<file path="src/rtl/trust_age_pkg.sv">
package trust_age_pkg;

    localparam int IP_W = 32;

    typedef logic [IP_W-1:0] ip_t;

    typedef enum logic {
        SW_IDLE = 1'b0,
        SW_RUN  = 1'b1
    } sweep_state_e;

    typedef struct packed {
        logic valid;
        ip_t  addr;
    } addr_req_t;

endpackage

</file>
<file path="src/rtl/age_tick_gen.sv">
module age_tick_gen #(
    parameter int TICK_CYCLES = 64
) (
    input  logic clk,
    input  logic rst,
    output logic tick
);
    localparam int CNT_W = (TICK_CYCLES > 1) ? $clog2(TICK_CYCLES) : 1;
    localparam logic [CNT_W-1:0] LAST = CNT_W'(TICK_CYCLES - 1);

    logic [CNT_W-1:0] cnt_q;

    assign tick = (cnt_q == LAST);

    always_ff @(posedge clk) begin
        if (rst) begin
            cnt_q <= '0;
        end else if (tick) begin
            cnt_q <= '0;
        end else begin
            cnt_q <= cnt_q + 1'b1;
        end
    end
endmodule

</file>
<file path="src/rtl/age_sweep_seq.sv">
module age_sweep_seq
    import trust_age_pkg::*;
#(
    parameter int SLOTS = 8
) (
    input  logic                       clk,
    input  logic                       rst,
    input  logic                       tick,
    output logic                       busy,
    output logic [$clog2(SLOTS)-1:0]   idx
);
    localparam int IDX_W = $clog2(SLOTS);
    localparam logic [IDX_W-1:0] LAST = IDX_W'(SLOTS - 1);

    sweep_state_e state_q;
    logic [IDX_W-1:0] idx_q;

    assign busy = (state_q == SW_RUN);
    assign idx  = idx_q;

    always_ff @(posedge clk) begin
        if (rst) begin
            state_q <= SW_IDLE;
            idx_q   <= '0;
        end else begin
            unique case (state_q)
                SW_IDLE: begin
                    if (tick) begin
                        state_q <= SW_RUN;
                        idx_q   <= '0;
                    end
                end
                SW_RUN: begin
                    if (idx_q == LAST) begin
                        state_q <= SW_IDLE;
                        idx_q   <= '0;
                    end else begin
                        idx_q <= idx_q + 1'b1;
                    end
                end
                default: state_q <= SW_IDLE;
            endcase
        end
    end
endmodule

</file>
<file path="src/rtl/trust_table.sv">
module trust_table
    import trust_age_pkg::*;
#(
    parameter int SLOTS = 8
) (
    input  logic                      clk,
    input  logic                      rst,
    input  addr_req_t                 ins,
    input  addr_req_t                 lk,
    input  logic                      sw_busy,
    input  logic [$clog2(SLOTS)-1:0]  sw_idx,
    output logic                      lk_hit,
    output logic                      full,
    output logic [SLOTS-1:0]          slot_valid,
    output logic [SLOTS-1:0]          slot_fresh,
    output logic                      ins_match_any
);
    localparam int IDX_W = $clog2(SLOTS);

    ip_t              cam_q [SLOTS];
    logic [SLOTS-1:0] valid_q, fresh_q;
    logic [SLOTS-1:0] ins_match, ins_touch, sw_del, sw_dem, lk_match;
    logic [IDX_W-1:0] free_idx;
    logic             has_free;
    logic             lk_hit_q;

    // lowest-index empty slot
    always_comb begin
        free_idx = '0;
        has_free = 1'b0;
        for (int i = SLOTS - 1; i >= 0; i--) begin
            if (!valid_q[i]) begin
                free_idx = IDX_W'(i);
                has_free = 1'b1;
            end
        end
    end

    always_comb begin
        for (int i = 0; i < SLOTS; i++) begin
            ins_match[i] = valid_q[i] && (cam_q[i] == ins.addr);
        end
    end

    assign ins_match_any = |ins_match;

    // per-slot actions; an insert masks the sweep on its slot
    always_comb begin
        for (int i = 0; i < SLOTS; i++) begin
            ins_touch[i] = ins.valid &&
                           (ins_match[i] ||
                            (!ins_match_any && has_free && free_idx == IDX_W'(i)));
            sw_del[i]   = sw_busy && (sw_idx == IDX_W'(i)) && valid_q[i] &&
                          !fresh_q[i] && !ins_touch[i];
            sw_dem[i]   = sw_busy && (sw_idx == IDX_W'(i)) && valid_q[i] &&
                          fresh_q[i] && !ins_touch[i];
            lk_match[i] = valid_q[i] && (cam_q[i] == lk.addr) && !sw_del[i];
        end
    end

    always_ff @(posedge clk) begin
        if (rst) begin
            valid_q  <= '0;
            fresh_q  <= '0;
            lk_hit_q <= 1'b0;
        end else begin
            lk_hit_q <= lk.valid && (|lk_match);
            for (int i = 0; i < SLOTS; i++) begin
                if (ins_touch[i]) begin
                    valid_q[i] <= 1'b1;
                    fresh_q[i] <= 1'b1;
                    cam_q[i]   <= ins.addr;
                end else if (sw_del[i]) begin
                    valid_q[i] <= 1'b0;
                    fresh_q[i] <= 1'b0;
                end else if (sw_dem[i]) begin
                    fresh_q[i] <= 1'b0;
                end
            end
        end
    end

    assign lk_hit     = lk_hit_q;
    assign full       = &valid_q;
    assign slot_valid = valid_q;
    assign slot_fresh = fresh_q;
endmodule

</file>
<file path="src/rtl/trust_age_top.sv">
module trust_age_top
    import trust_age_pkg::*;
#(
    parameter int SLOTS       = 8,
    parameter int TICK_CYCLES = 64
) (
    input  logic            clk,
    input  logic            rst,
    input  logic            ins_valid,
    input  logic [IP_W-1:0] ins_addr,
    input  logic            lk_valid,
    input  logic [IP_W-1:0] lk_addr,
    output logic            lk_hit,
    output logic            full
);
    localparam int IDX_W = $clog2(SLOTS);

    addr_req_t        ins_req, lk_req;
    logic             tick;
    logic             sw_busy;
    logic [IDX_W-1:0] sw_idx;
    logic [SLOTS-1:0] slot_valid, slot_fresh;
    logic             ins_match_any;

    assign ins_req = '{valid: ins_valid, addr: ins_addr};
    assign lk_req  = '{valid: lk_valid,  addr: lk_addr};

    age_tick_gen #(.TICK_CYCLES(TICK_CYCLES)) u_tick (
        .clk  (clk),
        .rst  (rst),
        .tick (tick)
    );

    age_sweep_seq #(.SLOTS(SLOTS)) u_seq (
        .clk  (clk),
        .rst  (rst),
        .tick (tick),
        .busy (sw_busy),
        .idx  (sw_idx)
    );

    trust_table #(.SLOTS(SLOTS)) u_tbl (
        .clk           (clk),
        .rst           (rst),
        .ins           (ins_req),
        .lk            (lk_req),
        .sw_busy       (sw_busy),
        .sw_idx        (sw_idx),
        .lk_hit        (lk_hit),
        .full          (full),
        .slot_valid    (slot_valid),
        .slot_fresh    (slot_fresh),
        .ins_match_any (ins_match_any)
    );
endmodule

</file>
<file path="config.mk">
export PLATFORM = sky130hd
export DESIGN_NAME = trust_age_top
export DESIGN_NICKNAME = d
export VERILOG_FILES = /design/src/rtl/trust_age_pkg.sv /design/src/rtl/age_tick_gen.sv /design/src/rtl/age_sweep_seq.sv /design/src/rtl/trust_table.sv /design/src/rtl/trust_age_top.sv
export SDC_FILE = /design/constraint.sdc
export NUM_CORES = 1
export LEC_CHECK = 0
export ABC_AREA = 1
export BUFFER_PORTS_ARGS = -buffer_cell sky130_fd_sc_hd__buf_4
export CAP_MARGIN = 20
export CORE_MARGIN = 5
export CORE_UTILIZATION = 40
export DETAILED_ROUTE_END_ITERATION = 10
export HOLD_SLACK_MARGIN = 0.08
export SLEW_MARGIN = 20
export SYNTH_ARGS = -nofsm -noshare
export SYNTH_HDL_FRONTEND = slang
export SYNTH_SLANG_ARGS = --single-unit
</file>
<file path="constraint.sdc">
create_clock -name clk -period 7.5 [get_ports clk]
set_input_delay 0.375 -clock clk [delete_from_list [all_inputs] [get_ports clk]]
set_output_delay 0.375 -clock clk [all_outputs]
set_load 0.02 [all_outputs]
</file>
==> results.yml, run 1 <==
die:
  core-area_um2: 40600
  rows: 74
  die_area_um2: 45100
  io_pins: 70
  die_w_um: 212
  initial_core_util_pct: 40.3
  die_h_um: 212
synthesis:
  synth-main-ff-cell: "edfxtp_1"
  synth-seq-area-share_pct: 50.2
  postSynthCellCount: 1924
  synth_nets: 1999
  netlist_area_um2: 16400
  synth.area.top_cells: "edfxtp_1, nand2_1, o22ai_1, inv_1, xnor2_1"
  syn_avg_cell_area_um2: 8.51
  ys_warn_count: 0
  synth-edff-count: 256
  synth.top_cell.area_share_pct: 46.9
  synth_largest_area_cell: "edfxtp_1"
  ys_seq_elements: 283
  ys_types: 53
  async_flop_share_pct: 0
worst_setup_path:
  cp_common_cell: "nand2_1"
  critPathKind: "reg2reg"
  r2r-end: "u_tbl.cam_q[1][52]"
  r2r_slack_ns: 4.02
  crit_path_end_kind: "flip-flop"
  path_max_fanout: 32
  cp-start-kind: "flip-flop"
  slowest_delay_ns: 0.86
  r2r_start: "u_tbl.cam_q[0][94]"
  crit_arrival_ns: 3.64
  cpMaxStageDelayCell: "nor2_4"
  rr_worst_depth: 13
  path_cells: "inv_1 -> nand2_1 -> nand4_1 -> nor2_1 -> nand2_1 -> nor2_1 -> nand3_1 -> nand2_1 -> nor2_4 -> nand4_1 -> nand2_1 -> nand2_1 -> nor2_4"
  cp.required_ns: 7.67
sta:
  final.setup.worst_slack_ns: 4.02
  fin_worst_skew_ns: 0.0130
  rsz0062_at_grt: "false"
  slew_headroom_pct: 17.4
  whs_ns: 0.217
  fin_tns_setup_ns: 0
  fmax_ghz: 0.288
  hold_viol_final: 0
  tightest_slew_ns: 1.23
  fin_crit_ns: 3.48
  fin_crit_sh_pct: 46.3
  slew_violations: 0
  final-setup-viol-count: 0
detailed_routing:
  drt-pass1-iter-count: 9
  wl_mm: 95.2
  drc: 0
  vias: 16540
  wl_per_cell_um: 37.6
  drt.antenna.violating_nets: 0
  viasPerCell: 6.54
  drtIter0Drc: 2633
finish:
  nets: 2048
  layout-drive-gt1-share_pct: 10.5
  final_common_cell: "nand2_1"
  post-route-util_pct: 45.4
  area_delta_synth_final_pct: 12.6
  final_cell_mix: "nand2_1, edfxtp_1, inv_1, o22ai_1, nor2_1"
power_and_ir_drop:
  vdd_ir_drop_max_mv: 0.165
  powerDensity_nw_per_um2: 212
  p_int_mw: 2.78
  switching_share_pct: 28.9
  power_mw: 3.91
  power.switching_mw: 1.13
  clockPowerShare_pct: 41.9
  power_frac_seq_pct: 45.3
  cellLeakagePower_nw: 7.13
  power.share.combinational_pct: 12.8
global_route:
  grt_pass1_wl_mm: 127
  grt_max_degree: 34
  grt_overflow: 0
  grt_pass1_vias: 15725
  antenna_found_initial: 6
  gr-usage-all-layers_pct: 41.3
min_path:
  hp-class: "in2reg"
  worstHoldStart: "ins_addr[4]"
  hold_end: "u_tbl.cam_q[0][4]"
  whs_path_depth: 1
clock_network:
  insertion_delay_ns: 0.56
  htree_num_levels: 2
  numClockSinks: 283
  post_cts_buffers: 0
  clockBufferDepth: 3
  cts_hold_buf: 1
  cts-root-buf: "clkbuf_16"
  ctsResizeCount: 0
  path_clk_slew_ns: 0.06
  cts_made_buffers: 35
  tritoncts: "done"
placed_design:
  gp_congestion: 1.13
  hpwl_mm: 68.1
  post-place-ws_ns: 3.67
  io_buffers: 69
outcome:
  status: "finished clean"
job:
  drv_cap: 0
==> power by group through the flow <==
stage | combinational, mW | clock, mW | sequential (mW)
floorplan | 0.219 | 0 | 1.79
global placement | 0.475 | 0 | 1.80
detailed placement | 0.471 | 0 | 1.80
CTS | 0.472 | 1.63 | 1.77
global route | 0.503 | 1.71 | 1.77
finish | 0.502 | 1.64 | 1.77
==> per-stage QoR <==
step	instance area [um2]	cells
2_1_floorplan	16400	1924
3_3_place_gp	17300	2465
3_5_place_dp	17300	2465
4_1_cts	18400	2527
5_1_grt	18400	2529
6_report	18400	2530
==> synthesized netlist by cell type, drive strengths merged (39+ instances only) <==
cell,count
xor2,39
nor2,140
nor4,39
edfxtp,256
o21ai,95
o22ai,141
buf,41
nand3,53
nand2,530
xnor2,65
nand4,53
inv,260
==> how the worst max path moves through the flow <==
stage	depth (start not counted)	start	slack [ns]	endpoint
3_3_place_gp	15	ins_addr[23]	3.59	u_tbl.cam_q[1][45]
4_1_cts	10	u_tbl.cam_q[0][70]	3.97	u_tbl.cam_q[0][95]
5_1_grt	13	u_tbl.cam_q[0][94]	3.95	u_tbl.cam_q[1][45]
6_report	13	u_tbl.cam_q[0][94]	4.02	u_tbl.cam_q[1][52]
2_1_floorplan	16	ins_addr[11]	4.20	u_tbl.cam_q[0][64]
3_5_place_dp	15	ins_addr[23]	3.67	u_tbl.cam_q[0][71]
==> state kept, by name, summed over array words and instances (netlist names) <==
register          cells
u_tbl.slot_fresh      8
u_tbl.slot_valid      8
u_seq.busy            1
u_tick.cnt_q          6
u_seq.idx             3
u_tbl.lk_hit          1
u_tbl.cam_q         256
==> logic make-up after synthesis <==
logic type | after synthesis | share of synthesized area [%]
AOI/OAI and AO/OA | 327 | 12.5
adders and majority gates | 7 | 0.535
buffers and inverters | 330 | 8.22
xor gates and xnor gates | 104 | 5.56
DFF | 283 | 50.2
and+or+nand+nor | 873 | 23.0
==> per-layer routing <==
layer  vias to the layer above  GRT usage [%]  routed length, um
li1                       6718              -                  -
met1                      8005           50.1              33200
met2                      1397           62.5              40500
met3                       418           11.4              11800
met4                         2           31.2               9720
met5                         -              0                 37
==> critical path, delay by kind of cell, from the launching register on <==
family,cells,cell delay [ns]
DFF,1,0.54
and+or+nand+nor,12,2.34
buffers and inverters,1,0.14
==> area by class of cell <==
type                       instances  area [um2]
antenna                            1        2.50
inverter                         263         995
timing repair buffer              79         628
sequential                       283        8230
fill                            4110       22200
multi-input combinational       1311        6870
clock inverter                    14        62.6
tap                              532         666
clock buffer                      47         985
No activity file was read; power rests on OpenSTA's default activity.
==> inputs of run 2 (changes only) <==
Clock period 7.5 ns to 3.4 ns, I/O delays scaled along.
==> run 2 against run 1 <==
Effect of this change:
- first-iteration DRC count increased by 20%
- clock skew rose by 0.014 ns
- die area unchanged
- sequential cell count did not move
- worst hold slack lost 0.12 ns
- global-route usage is 2.1 points higher
- core utilization increased by 4.4 points
- setup slack worse by 4.0 ns
- clock power rose by 120%
- sequential share of layout area fell by 4.0 points
- largest cell class unchanged
==> results.yml, run 2 (synthesis gave the netlist of run 1 again) <==
detailed_routing:
  vias: 17300
  drc: 0
  wl_mm: 99.8
  drt.antenna.violating_nets: 0
  wl_per_cell_um: 36.6
  viasPerCell: 6.35
  drtIter0Drc: 3148
  drt-pass1-iter-count: 6
die:
  initial_core_util_pct: 40.3
  die_area_um2: 45100
  core-area_um2: 40600
  io_pins: 70
  die_w_um: 212
  die_h_um: 212
  rows: 74
placed_design:
  dp_cells: 2630
  post-place-ws_ns: 0.0436
  io_buffers: 69
  gp_congestion: 1.15
  hpwl_mm: 78.6
min_path:
  worstHoldStart: "ins_addr[26]"
  hp-class: "in2reg"
  whs_path_depth: 2
  hold_end: "u_tbl.cam_q[0][58]"
clock_network:
  clockBufferDepth: 3
  htree_num_levels: 2
  tritoncts: "done"
  insertion_delay_ns: 0.57
  path_clk_slew_ns: 0.07
  cts_made_buffers: 34
  numClockSinks: 283
  cts-root-buf: "clkbuf_16"
sta:
  fin_crit_ns: 3.34
  fin_crit_sh_pct: 98.3
  fmax_ghz: 0.299
  fin_worst_skew_ns: 0.0270
  final-setup-viol-count: 0
  fin_tns_setup_ns: 0
  rsz0062_at_grt: "false"
  slew_violations: 0
  tightest_slew_ns: 0.963
  slew_headroom_pct: 35.8
  hold_viol_final: 0
  final.setup.worst_slack_ns: 0.0572
worst_setup_path:
  path_buf_inv: 5
  cpMaxStageDelayCell: "dlygate4sd3_1"
  rr_worst_depth: 14
  critPathKind: "in2reg"
  path_cells: "dlygate4sd3_1 -> buf_4 -> buf_4 -> xnor2_1 -> nand2_1 -> nor2_1 -> nand2_1 -> nor2_1 -> nand3_1 -> nand2_2 -> nor2_4 -> buf_4 -> nand3_2 -> o21bai_2 -> nand2_2 -> a21oi_1 -> dlygate4sd3_1"
  cp_top_family: "buffers and inverters"
  cp_common_cell: "buf_4"
  r2r_slack_ns: 0.06
  slowest_delay_ns: 0.58
  path_depth: 17
  cp.required_ns: 3.84
  crit_arrival_ns: 3.79
  r2r_start: "u_tbl.cam_q[0][32]"
  crit_path_end_kind: "flip-flop"
  r2r-end: "u_tbl.slot_fresh[2]"
  path_max_fanout: 9
  cp-start-kind: "input pin"
power_and_ir_drop:
  vdd_ir_drop_max_mv: 0.457
  powerDensity_nw_per_um2: 434
  clockPowerShare_pct: 41.4
  p_int_mw: 6.25
  power.share.combinational_pct: 14.2
  power.switching_mw: 2.54
  switching_share_pct: 28.9
  power_frac_seq_pct: 44.4
  cellLeakagePower_nw: 8.14
finish:
  final_common_cell: "nand2_1"
  final_cell_mix: "nand2_1, edfxtp_1, inv_1, buf_4, o22ai_1"
  nets: 2240
  instances_no_fill: 2724
  layout-drive-gt1-share_pct: 17.4
  n_fill_cell: 3926
  seq_area_um2: 8230
  multi_input_comb_area_um2: 6870
  top_register: "u_tbl.cam_q"
  area_delta_synth_final_pct: 23.6
  largest_reg_flops: 256
global_route:
  grt_pass1_vias: 15803
  gr-usage-all-layers_pct: 43.4
  grt_overflow: 0
  grt_pass1_wl_mm: 132
  antenna_found_initial: 2
  grt_max_degree: 33
outcome:
  status: "finished clean"
job:
  drv_cap: 0
==> run 2: changes by cell type in the layout (fill, tap and decap cells not counted), moves of 2 or more <==
cell | previous run | this run
buf_12 | 1 | 24
clkinvlp_4 | 1 | 3
buf_4 | 76 | 218
inv_6 | 0 | 4
clkbuf_1 | 9 | 3
bufinv_16 | 0 | 2
clkbuf_16 | 38 | 34
dlygate4sd3_1 | 1 | 30
==> run 2: worst max-delay path by stage <==
stage,startpoint,slack [ns],to
2_1_floorplan,u_tbl.cam_q[1][116],0.22,u_tbl.cam_q[0][64]
3_3_place_gp,u_tbl.cam_q[0][114],0.03,u_tbl.cam_q[1][3]
3_5_place_dp,ins_addr[17],0.04,u_tbl.cam_q[1][3]
4_1_cts,u_tbl.cam_q[0][119],0.04,u_tbl.cam_q[1][25]
5_1_grt,u_tbl.cam_q[1][94],0.09,u_tbl.slot_fresh[2]
6_report,ins_addr[0],0.06,u_tbl.slot_fresh[2]
==> run 2: area by class of cell <==
class / instances / share of cell area, %
diodes: 2 / 0.0247
well taps: 532 / 3.29
repair buffers: 272 / 11.9
multi-input cells: 1311 / 33.9
flip-flops and latches: 283 / 40.6
inverters: 263 / 4.91
clock buffers: 38 / 4.33
clock inverters: 23 / 0.939
==> run 2: worst register-to-register path: stages, from the launching register on <==
cell           delay, ns
edfxtp_1            0.52
xnor2_1             0.35
nand2_1             0.09
nor2_1              0.12
nand2_1             0.07
nor2_1              0.43
nand3_1             0.33
nand2_2             0.18
nor2_4              0.05
buf_4               0.16
nand3_2             0.08
o21bai_2            0.07
nand2_2             0.11
a21oi_1             0.07
dlygate4sd3_1       0.58
==> run 2: routing by layer <==
metal	vias to the layer above	routed length, um	GRT usage [%]
met3	343	14600	14.6
met4	2	8550	28.7
met5	-	12	0
met1	8312	36400	56.6
li1	7122	-	-
met2	1521	40200	61.2
==> run 2: power groups by stage <==
stage	Combinational, mW	Sequential (mW)	Clock (mW)
finish	1.24	3.90	3.64
global route	1.25	3.90	3.78
CTS	1.18	3.90	3.65
detailed placement	1.15	3.97	0
global placement	1.15	3.97	0
floorplan	0.484	3.95	0
==> run 2: repair_timing <==
| item | in CTS | in global routing |
|---|---|---|
| hold buffers | 30 | 0 |
| resized for setup | 0 | 1 |
| endpoints found under the setup margin | 0 | 1 |
| hold endpoints to repair | 130 | 0 |
| setup buffers | 0 | 0 |
==> run 2: per-stage QoR <==
step                      instance area, um2  util (%)  hold slack [ns]  total power [mW]
after floorplan                        16400         -            0.269              4.43
after global placement                 18800      46.3            0.417              5.12
after detailed placement               18900      46.4            0.416              5.12
after CTS                              20200      49.7           0.0892              8.72
after global routing                   20200      49.8            0.114              8.93
final                                  20200      49.8            0.102              8.79
